## src/rtl/tmr_pkg.sv

```systemverilog
package tmr_pkg;
  localparam int unsigned OFS_STATUS  = 0;
  localparam int unsigned OFS_CTRL    = 1;
  localparam int unsigned OFS_CNT_LO  = 2;
  localparam int unsigned OFS_CNT_HI  = 3;
  localparam int unsigned OFS_SNAP_LO = 4;
  localparam int unsigned OFS_SNAP_HI = 5;

  localparam int unsigned CTL_IEN   = 0;
  localparam int unsigned CTL_CONT  = 1;
  localparam int unsigned CTL_START = 2;
  localparam int unsigned CTL_STOP  = 3;
  localparam int unsigned CTL_W     = 4;

  localparam int unsigned STA_TO  = 0;
  localparam int unsigned STA_RUN = 1;
endpackage

```

## src/rtl/tmr_rst_sync.sv

```systemverilog
module tmr_rst_sync #(
  parameter int unsigned STAGES = 2
) (
  input  logic clk,
  input  logic rst_n,
  output logic rst_q_n
);
  logic [STAGES-1:0] sync_q;
  logic [STAGES-1:0] sync_d;

  always_comb begin
    sync_d = {sync_q[STAGES-2:0], 1'b1};
  end

  always_ff @(posedge clk or negedge rst_n) begin
    if (!rst_n) sync_q <= '0;
    else        sync_q <= sync_d;
  end

  assign rst_q_n = sync_q[STAGES-1];
endmodule

```

## src/rtl/tmr_counter.sv

```systemverilog
module tmr_counter #(
  parameter int unsigned CNT_W  = 32,
  parameter int unsigned HALF_W = CNT_W / 2
) (
  input  logic              clk,
  input  logic              rst_n,
  input  logic              tick_i,
  input  logic              start_i,
  input  logic              stop_i,
  input  logic              cont_i,
  input  logic              wr_lo_i,
  input  logic              wr_hi_i,
  input  logic [HALF_W-1:0] wdata_i,
  output logic [CNT_W-1:0]  count_o,
  output logic              run_o,
  output logic              expire_o
);
  localparam logic [CNT_W-1:0] STEP = CNT_W'(2);

  logic [CNT_W-1:0] count_q, count_d;
  logic [CNT_W-1:0] period_q, period_d;
  logic [CNT_W-1:0] dec;
  logic             step_en;
  logic             load_en;

  always_comb begin
    run_o    = start_i & ~stop_i & (cont_i | (count_q != period_q));
    load_en  = wr_lo_i | wr_hi_i;
    step_en  = tick_i & run_o & ~load_en;
    dec      = (count_q > STEP) ? (count_q - STEP) : '0;
    expire_o = step_en & (dec == '0);

    period_d = period_q;
    count_d  = count_q;
    if (wr_lo_i) begin
      period_d = {period_q[CNT_W-1:HALF_W], wdata_i};
      count_d  = period_d;
    end else if (wr_hi_i) begin
      period_d = {wdata_i, period_q[HALF_W-1:0]};
      count_d  = period_d;
    end else if (expire_o) begin
      count_d  = period_q;
    end else if (step_en) begin
      count_d  = dec;
    end
  end

  always_ff @(posedge clk or negedge rst_n) begin
    if (!rst_n) begin
      count_q  <= '0;
      period_q <= '0;
    end else begin
      if (load_en || step_en) count_q <= count_d;
      if (load_en)            period_q <= period_d;
    end
  end

  assign count_o = count_q;
endmodule

```

## src/rtl/tmr_regs.sv

```systemverilog
module tmr_regs
  import tmr_pkg::*;
#(
  parameter int unsigned CNT_W  = 32,
  parameter int unsigned HALF_W = CNT_W / 2,
  parameter int unsigned ADDR_W = 3
) (
  input  logic              clk,
  input  logic              rst_n,
  input  logic              wr_en_i,
  input  logic [ADDR_W-1:0] addr_i,
  input  logic [HALF_W-1:0] wdata_i,
  input  logic [CNT_W-1:0]  count_i,
  input  logic              run_i,
  input  logic              expire_i,
  output logic              start_o,
  output logic              stop_o,
  output logic              cont_o,
  output logic              wr_lo_o,
  output logic              wr_hi_o,
  output logic [HALF_W-1:0] rdata_o,
  output logic              irq_o
);
  logic [CTL_W-1:0] ctl_q, ctl_d;
  logic             to_q, to_d;
  logic             wr_sta, wr_ctl;

  always_comb begin
    wr_sta  = wr_en_i && (addr_i == ADDR_W'(OFS_STATUS));
    wr_ctl  = wr_en_i && (addr_i == ADDR_W'(OFS_CTRL));
    wr_lo_o = wr_en_i && (addr_i == ADDR_W'(OFS_CNT_LO));
    wr_hi_o = wr_en_i && (addr_i == ADDR_W'(OFS_CNT_HI));

    ctl_d = wr_ctl ? wdata_i[CTL_W-1:0] : ctl_q;
    to_d  = wr_sta ? wdata_i[STA_TO]    : to_q;
    if (expire_i) begin
      ctl_d[CTL_IEN] = 1'b1;
      to_d           = 1'b1;
    end
  end

  always_ff @(posedge clk or negedge rst_n) begin
    if (!rst_n) begin
      ctl_q <= '0;
      to_q  <= 1'b0;
    end else begin
      if (wr_ctl || expire_i) ctl_q <= ctl_d;
      if (wr_sta || expire_i) to_q  <= to_d;
    end
  end

  always_comb begin
    rdata_o = '0;
    case (addr_i)
      ADDR_W'(OFS_STATUS): begin
        rdata_o[STA_TO]  = to_q;
        rdata_o[STA_RUN] = run_i;
      end
      ADDR_W'(OFS_CTRL):    rdata_o[CTL_W-1:0] = ctl_q;
      ADDR_W'(OFS_CNT_LO),
      ADDR_W'(OFS_SNAP_LO): rdata_o = count_i[HALF_W-1:0];
      ADDR_W'(OFS_CNT_HI),
      ADDR_W'(OFS_SNAP_HI): rdata_o = count_i[CNT_W-1:HALF_W];
      default:              rdata_o = '0;
    endcase
  end

  assign start_o = ctl_q[CTL_START];
  assign stop_o  = ctl_q[CTL_STOP];
  assign cont_o  = ctl_q[CTL_CONT];
  assign irq_o   = ctl_q[CTL_IEN] & to_q;
endmodule

```

## src/rtl/tmr_interval_top.sv

```systemverilog
module tmr_interval_top #(
  parameter int unsigned CNT_W  = 32,
  parameter int unsigned HALF_W = CNT_W / 2,
  parameter int unsigned ADDR_W = 3
) (
  input  logic              clk,
  input  logic              rst_n,
  input  logic              tick_i,
  input  logic              wr_en_i,
  input  logic [ADDR_W-1:0] addr_i,
  input  logic [HALF_W-1:0] wdata_i,
  output logic [HALF_W-1:0] rdata_o,
  output logic              irq_o
);
  logic             rst_q_n;
  logic [CNT_W-1:0] count;
  logic             run, expire;
  logic             start, stop, cont, wr_lo, wr_hi;

  tmr_rst_sync #(.STAGES(2)) u_rst (
    .clk     (clk),
    .rst_n   (rst_n),
    .rst_q_n (rst_q_n)
  );

  tmr_counter #(.CNT_W(CNT_W), .HALF_W(HALF_W)) u_cnt (
    .clk      (clk),
    .rst_n    (rst_q_n),
    .tick_i   (tick_i),
    .start_i  (start),
    .stop_i   (stop),
    .cont_i   (cont),
    .wr_lo_i  (wr_lo),
    .wr_hi_i  (wr_hi),
    .wdata_i  (wdata_i),
    .count_o  (count),
    .run_o    (run),
    .expire_o (expire)
  );

  tmr_regs #(.CNT_W(CNT_W), .HALF_W(HALF_W), .ADDR_W(ADDR_W)) u_regs (
    .clk      (clk),
    .rst_n    (rst_q_n),
    .wr_en_i  (wr_en_i),
    .addr_i   (addr_i),
    .wdata_i  (wdata_i),
    .count_i  (count),
    .run_i    (run),
    .expire_i (expire),
    .start_o  (start),
    .stop_o   (stop),
    .cont_o   (cont),
    .wr_lo_o  (wr_lo),
    .wr_hi_o  (wr_hi),
    .rdata_o  (rdata_o),
    .irq_o    (irq_o)
  );
endmodule

```

## config.mk

```make
export PLATFORM = sky130hd
export DESIGN_NAME = tmr_interval_top
export DESIGN_NICKNAME = d
export VERILOG_FILES = /design/src/rtl/tmr_pkg.sv /design/src/rtl/tmr_rst_sync.sv /design/src/rtl/tmr_counter.sv /design/src/rtl/tmr_regs.sv /design/src/rtl/tmr_interval_top.sv
export SDC_FILE = /design/constraint.sdc
export NUM_CORES = 1
export LEC_CHECK = 0
export BUFFER_PORTS_ARGS = -buffer_cell sky130_fd_sc_hd__buf_2
export CORE_MARGIN = 3
export CORE_UTILIZATION = 30
export DETAILED_ROUTE_END_ITERATION = 16
export PLACE_DENSITY_LB_ADDON = 0.3
export SETUP_SLACK_MARGIN = 0.2
export SLEW_MARGIN = 20
export SYNTH_ARGS = -nofsm -noshare
export SYNTH_HDL_FRONTEND = slang
export SYNTH_HIERARCHICAL = 1
export SYNTH_SLANG_ARGS = --single-unit
export TNS_END_PERCENT = 100
```

## constraint.sdc

```tcl
create_clock -name clk -period 2.7 [get_ports clk]
set_input_delay 0.405 -clock clk [delete_from_list [all_inputs] [get_ports clk]]
set_output_delay 0.405 -clock clk [all_outputs]
set_load 0.01 [all_outputs]
```

; After elaboration in Yosys (flattened, before gate mapping)
; Cells that the tools add are included.
[totals]
register_bits = 71
output_inout_bits = 17
word_cells = 59
[op_classes]
add_sub_neg = 1
n_lt_le_gt_ge = 1
n_eq_ne = 6
n_mux = 13
bitwise_logic = 11
n_reduce_logical = 20
[ops]
columns = cell, count
row1 = 2-to-1 mux 32 bit, 5
row2 = "> comparator 32 x 2 -> 1 bit, second input constant", 1
row3 = logical NOT 32 bit, 1
row4 = != test 32 bit, 1
row5 = "subtractor 32 x 2 -> 32 bit, second input constant", 1
row6 = case mux 12 bit (2 select lines), 1
row7 = 2-to-1 mux 16 bit, 1
row8 = AND reduction 2 bit, 5
row9 = case mux 2 bit (4 select lines), 1
row10 = bitwise AND 1 bit, 6
row11 = "equality test 3 x 2 -> 1 bit, second input constant", 2
row12 = "equality test 3 bit, second input constant", 2
row13 = case mux 2 bit (3 select lines), 1
row14 = logical AND 1 bit, 4
row15 = 2-to-1 mux 1 bit, 4
row16 = nonzero test 2 bit, 2
row17 = nonzero test 4 bit, 1
row18 = OR reduction 2 bit, 2
row19 = "equality test 3 x 1 -> 1 bit, second input constant", 1
row20 = logical NOT 3 bit, 1
row21 = logical OR 1 bit, 3
row22 = NOT 1 bit, 3
row23 = AND reduction 3 bit, 1
row24 = OR 1 bit, 2

; Depth between registers and ports, before layout
[depth]
depth_word = 9
ltp_mapped = 13
ltp_nobuf = 10

; Modules after synthesis
; The synthesis kept the hierarchy.
[by_module_without_submodules]
columns = module, n_inst, cells_each, area_per_inst_um2, seq_area_each_um2
row1 = tmr_counter, 1, 590, 5213.8, 1601.5
row2 = tmr_regs, 1, 66, 603.1, 125.1
row3 = tmr_rst_sync, 1, 3, 53.8, 50.0

; Least setup slack after synthesis
; OpenSTA, ideal clock, no wires.
[synth_path]
path_kind = flip-flop to flip-flop
startpoint = register u_cnt.count_q[1] (netlist: u_cnt/count_o[1])
endpoint = register u_cnt.count_q[16] (netlist: u_cnt/count_o[16])
setup_ns = 0.096
t_arrival_ns = 2.866
required_time_ns = 2.604
setup_slack_ns = -0.261
path_stages_with_launch = 13
n_path_buf = 3
cell_sequence = dfrtp_1 buf_2 inv_1 ha_1 or4b_1 buf_2 nor4_4 xnor2_1 nand3_1 nor4_2 a311oi_4 buf_6 o32ai_2
[synth_via]
elab_chain_cells = 9
word_cells_on_any_way = 17
[synth_lines]
columns = item, line
row1 = from (decl), tmr_counter.sv:20  ; logic [CNT_W-1:0] count_q, count_d;
row2 = from (signal assigned), tmr_counter.sv:53  ; if (load_en || step_en) count_q <= count_d;
row3 = "parallel branches: the longest is 9 deep, another holds subtractor 32 x 2 -> 32 bit", n/a
; Parallel ways; which one is timed is not known. The select of a mux whose other input is x is not followed.
; A chain may end at the register's enable or synchronous reset.

; Worst setup path in the final report
[layout_path]
startpoint = register u_cnt.period_q[27]
endpoint = output port rdata_o[1]
[layout_via]
elab_chain_cells = 4
[layout_lines]
columns = item, line
row1 = from (decl), tmr_counter.sv:21  ; logic [CNT_W-1:0] period_q, period_d;
row2 = from (signal assigned), tmr_counter.sv:54  ; if (load_en) period_q <= period_d;
row3 = != test 32 bit, tmr_counter.sv:27  ; run_o = start_i & ~stop_i & (cont_i | (count_q != period_q));
row4 = OR 1 bit, tmr_counter.sv:27
row5 = bitwise AND 1 bit, tmr_counter.sv:27
row6 = net run, tmr_interval_top.sv:17  ; logic run, expire;
row7 = case mux 2 bit (4 select lines), tmr_regs.sv:54  ; case (addr_i)
row8 = to (decl), tmr_interval_top.sv:12  ; output logic [HALF_W-1:0] rdata_o,
; The timed path passes the listed nets, and every way through them passes these cells.

==> qor.yml <==
placement:
  dp_hpwl_um: 17810
  post-place-ws_ns: -0.2880
  placement.io_buffers: 39
  gp_congestion: 0.9752
worst_setup_path:
  cp_data_required_time_ns: 2.30
  worstReg2RegStart: "u_cnt/count_o[5]"
  reg2reg_to: "u_regs/ctl_q[0]"
  path_max_fanout: 2
  critPathBufInv: 2
  reg2reg_slack_ns: -0.26
  worstSetupPathType: "flip-flop to output port"
  worstPathCellList: "xor2_1, nor4_1, buf_4, nand4_1, or3_4, and2_4, mux2_2, a221oi_2, a21oi_1, buf_2"
  endpoint: "rdata_o[1]"
  cp-end-kind: "output port"
  crit_path_start_kind: "flip-flop"
  worstRegToRegCells: 14
  crit_arrival_ns: 2.82
  cp.depth: 10
  crit_start: "u_cnt/period_q[27]"
  cp_slowest_cell: "or3_4"
  worst_path_largest_cell_delay_ns: 0.39
  cp_top_family: "simple AND/OR/NAND/NOR gates"
die:
  initial_core_util_pct: 30.97
  ios: 40
  core_area_mm2: 0.01896
  die_area_mm2: 0.02128
  rows: 50
  die_h_um: 145.9
  die_x_um: 145.9
synthesis:
  yosysTopAreaCellShare_pct: 30.26
  synth.distinct_cells: 87
  syn_nets: 683
  yosysTopAreaCell: "dfrtp_1"
  ys_async_sr_fraction_pct: 100.0
  synthFlopType: "dfrtp_1"
  synth_warnings: 6
  yosysSeqAreaShare_pct: 30.26
  synth_area_mm2: 0.005871
  syn_inst: 659
  synthTopCellsByArea: "dfrtp_1, xor2_1, nand2_1, o21ai_0, o31ai_2"
  syn_avg_cell_area_um2: 8.908
  ys_ff_latch: 71
  synth-edff-count: 0
routing:
  wl_per_cell_um: 21.70
  via_count: 6132
  first_pass_iters: 7
  totalWireLength_um: 23870
  drt_iter0_markers: 502
  ant_nets: 0
  routed_via_density: 5.575
  drc: 0
sta:
  clock_skew_ns: 0.007751
  hold_viol_final: 0
  fin_setup_tns_ns: -6.448
  worstMarginPinSlew_ns: 0.6933
  setup_viol: 35
  final_max_slew_viol_count: 0
  min_period_ns: 3.229
  maxSlewHeadroom_pct: 53.78
  worst_slack_ns: -0.5289
  timing.final.crit_share_pct: 119.6
  rsz0062_at_grt: "yes"
  hold-worst-slack_ns: 0.3142
  fmax_mhz: 309.7
final_layout:
  seqCellArea_mm2: 0.001780
  area_delta_synth_final_pct: 42.33
  nFillCells: 1860
  nets: 859
  final_cell_mix: "buf_4, nand2_1, dfrtp_1"
  multi_input_area_mm2: 0.004021
  fin_util_pct: 44.08
  layout_commonest_cell: "buf_4"
  drive_gt1_share_pct: 43.10
  diodes: 0
grt:
  grt_max_degree: 43
  grt_pass1_wl_um: 36740
  antenna_found_initial: 0
  globalRoute.totalOverflow: 0
  first_global_vias: 5955
  track_usage_pct: 22.43
clock_tree:
  clk_latency_ns: 0.34
  cts_buffer_depth: 2
  cts_tree: "built"
  clk_pin_slew_ns: 0.06
  cts_sinks: 71
  root_buffer: "clkbuf_16"
  numCtsBuffers: 9
  h-tree-depth: 3
hold_path:
  holdCritPathClass: "flip-flop to asynchronous set/reset pin"
job:
  drv_cap: 0
outcome:
  status: "finished with violations"
  violations: "setup timing"
pwr:
  p_leak_nw: 3.488
  vdd_drop_max_mv: 0.4311
  p_total_mw: 6.821
  p_per_area_mw_per_mm2: 816.4
-- how the worst min path moves through the flow --
stage / from / end / slack, ns / cells after the start
final: u_rst/sync_q[1] / u_cnt/period_q[28] / 0.31 / 0
after floorplan: rst_n / u_rst/sync_q[0] / 0.11 / 0
after global routing: wdata_i[6] / u_cnt/period_q[22] / 0.33 / 3
after detailed placement: rst_n / u_rst/sync_q[0] / 0.20 / 1
after global placement: rst_n / u_rst/sync_q[0] / 0.20 / 1
after CTS: wdata_i[6] / u_cnt/period_q[22] / 0.31 / 3
-- logic make-up (layout without fill, tap and decap cells) --
kind of cell | count (synthesis) | count (layout) | share of synthesized area, %
buf+inv | 89 | 270 | 7.289
xor+xnor | 44 | 44 | 6.564
mux | 28 | 28 | 5.008
flops | 71 | 71 | 30.26
simple gates | 239 | 239 | 24.23
compound gates | 186 | 186 | 26.36
other cells | 1 | 1 | 0.06388
fa+ha+maj | 1 | 1 | 0.2131
-- state kept, by name (all words and copies together), names as in the netlist --
signal / count
u_regs/ctl_q: 4
u_rst/sync_q: 2
u_cnt/period_q: 32
u_cnt/count_o: 32
u_regs/to_q: 1
-- what timing repair did --
item / 4_1_cts / 5_1_grt
hold endpoints to repair: 2 / 0
cloned: 1 / 0
hold buffers: 1 / 0
resized for setup: 46 / 21
setup endpoints to repair: 35 / 35
setup buffers: 10 / 1
pin swaps: 21 / 5
-- through the flow --
stage          cells  area, um2
6_report        1100       8356
3_3_place_gp    1071       7556
4_1_cts         1099       8217
5_1_grt         1100       8356
3_5_place_dp    1071       7556
2_1_floorplan    659       5959
-- synth_stat cells, types with 5 or more instances --
master    count
nor3_1       14
mux2_2       10
nand3_1      10
nor4_1       12
a221oi_1     12
buf_2         9
o32ai_2       8
or3_1         8
and2_1        8
nand4b_1      6
clkbuf_1     27
nand4_1       9
xor2_1       36
inv_1        35
nor2_1       38
nor2b_1       7
a32oi_1       5
nor4_2        6
a31o_2       11
o31ai_2      15
xnor2_1       8
nand2_1      77
dfrtp_1      71
a21oi_1       8
buf_4         6
o31ai_1      12
o32ai_1      17
buf_6         8
o21ai_0      53
mux2i_1      17
-- where the power goes --
part           switching, mW  internal (mW)
clock network          0.473          0.886
registers              0.277           1.36
logic                   2.05           1.77
total                   2.80           4.02
-- layout make-up --
cell class	count	share of cell area, %
Clock buffer	12	3.190
Multi-Input combinational cell	499	48.13
Inverter	37	1.692
Timing Repair Buffer	217	20.87
Tap cell	260	3.893
Clock inverter	4	0.9134
Sequential cell	71	21.31
-- layer usage --
layer,wire length (um),track usage [%],up-vias
met4,820,7.882,0
li1,-,-,2807
met2,10580,34.19,271
met1,10740,31.60,2999
met5,0,0,-
met3,1727,4.516,55
Note: power is estimated with default switching activity, not from simulation.
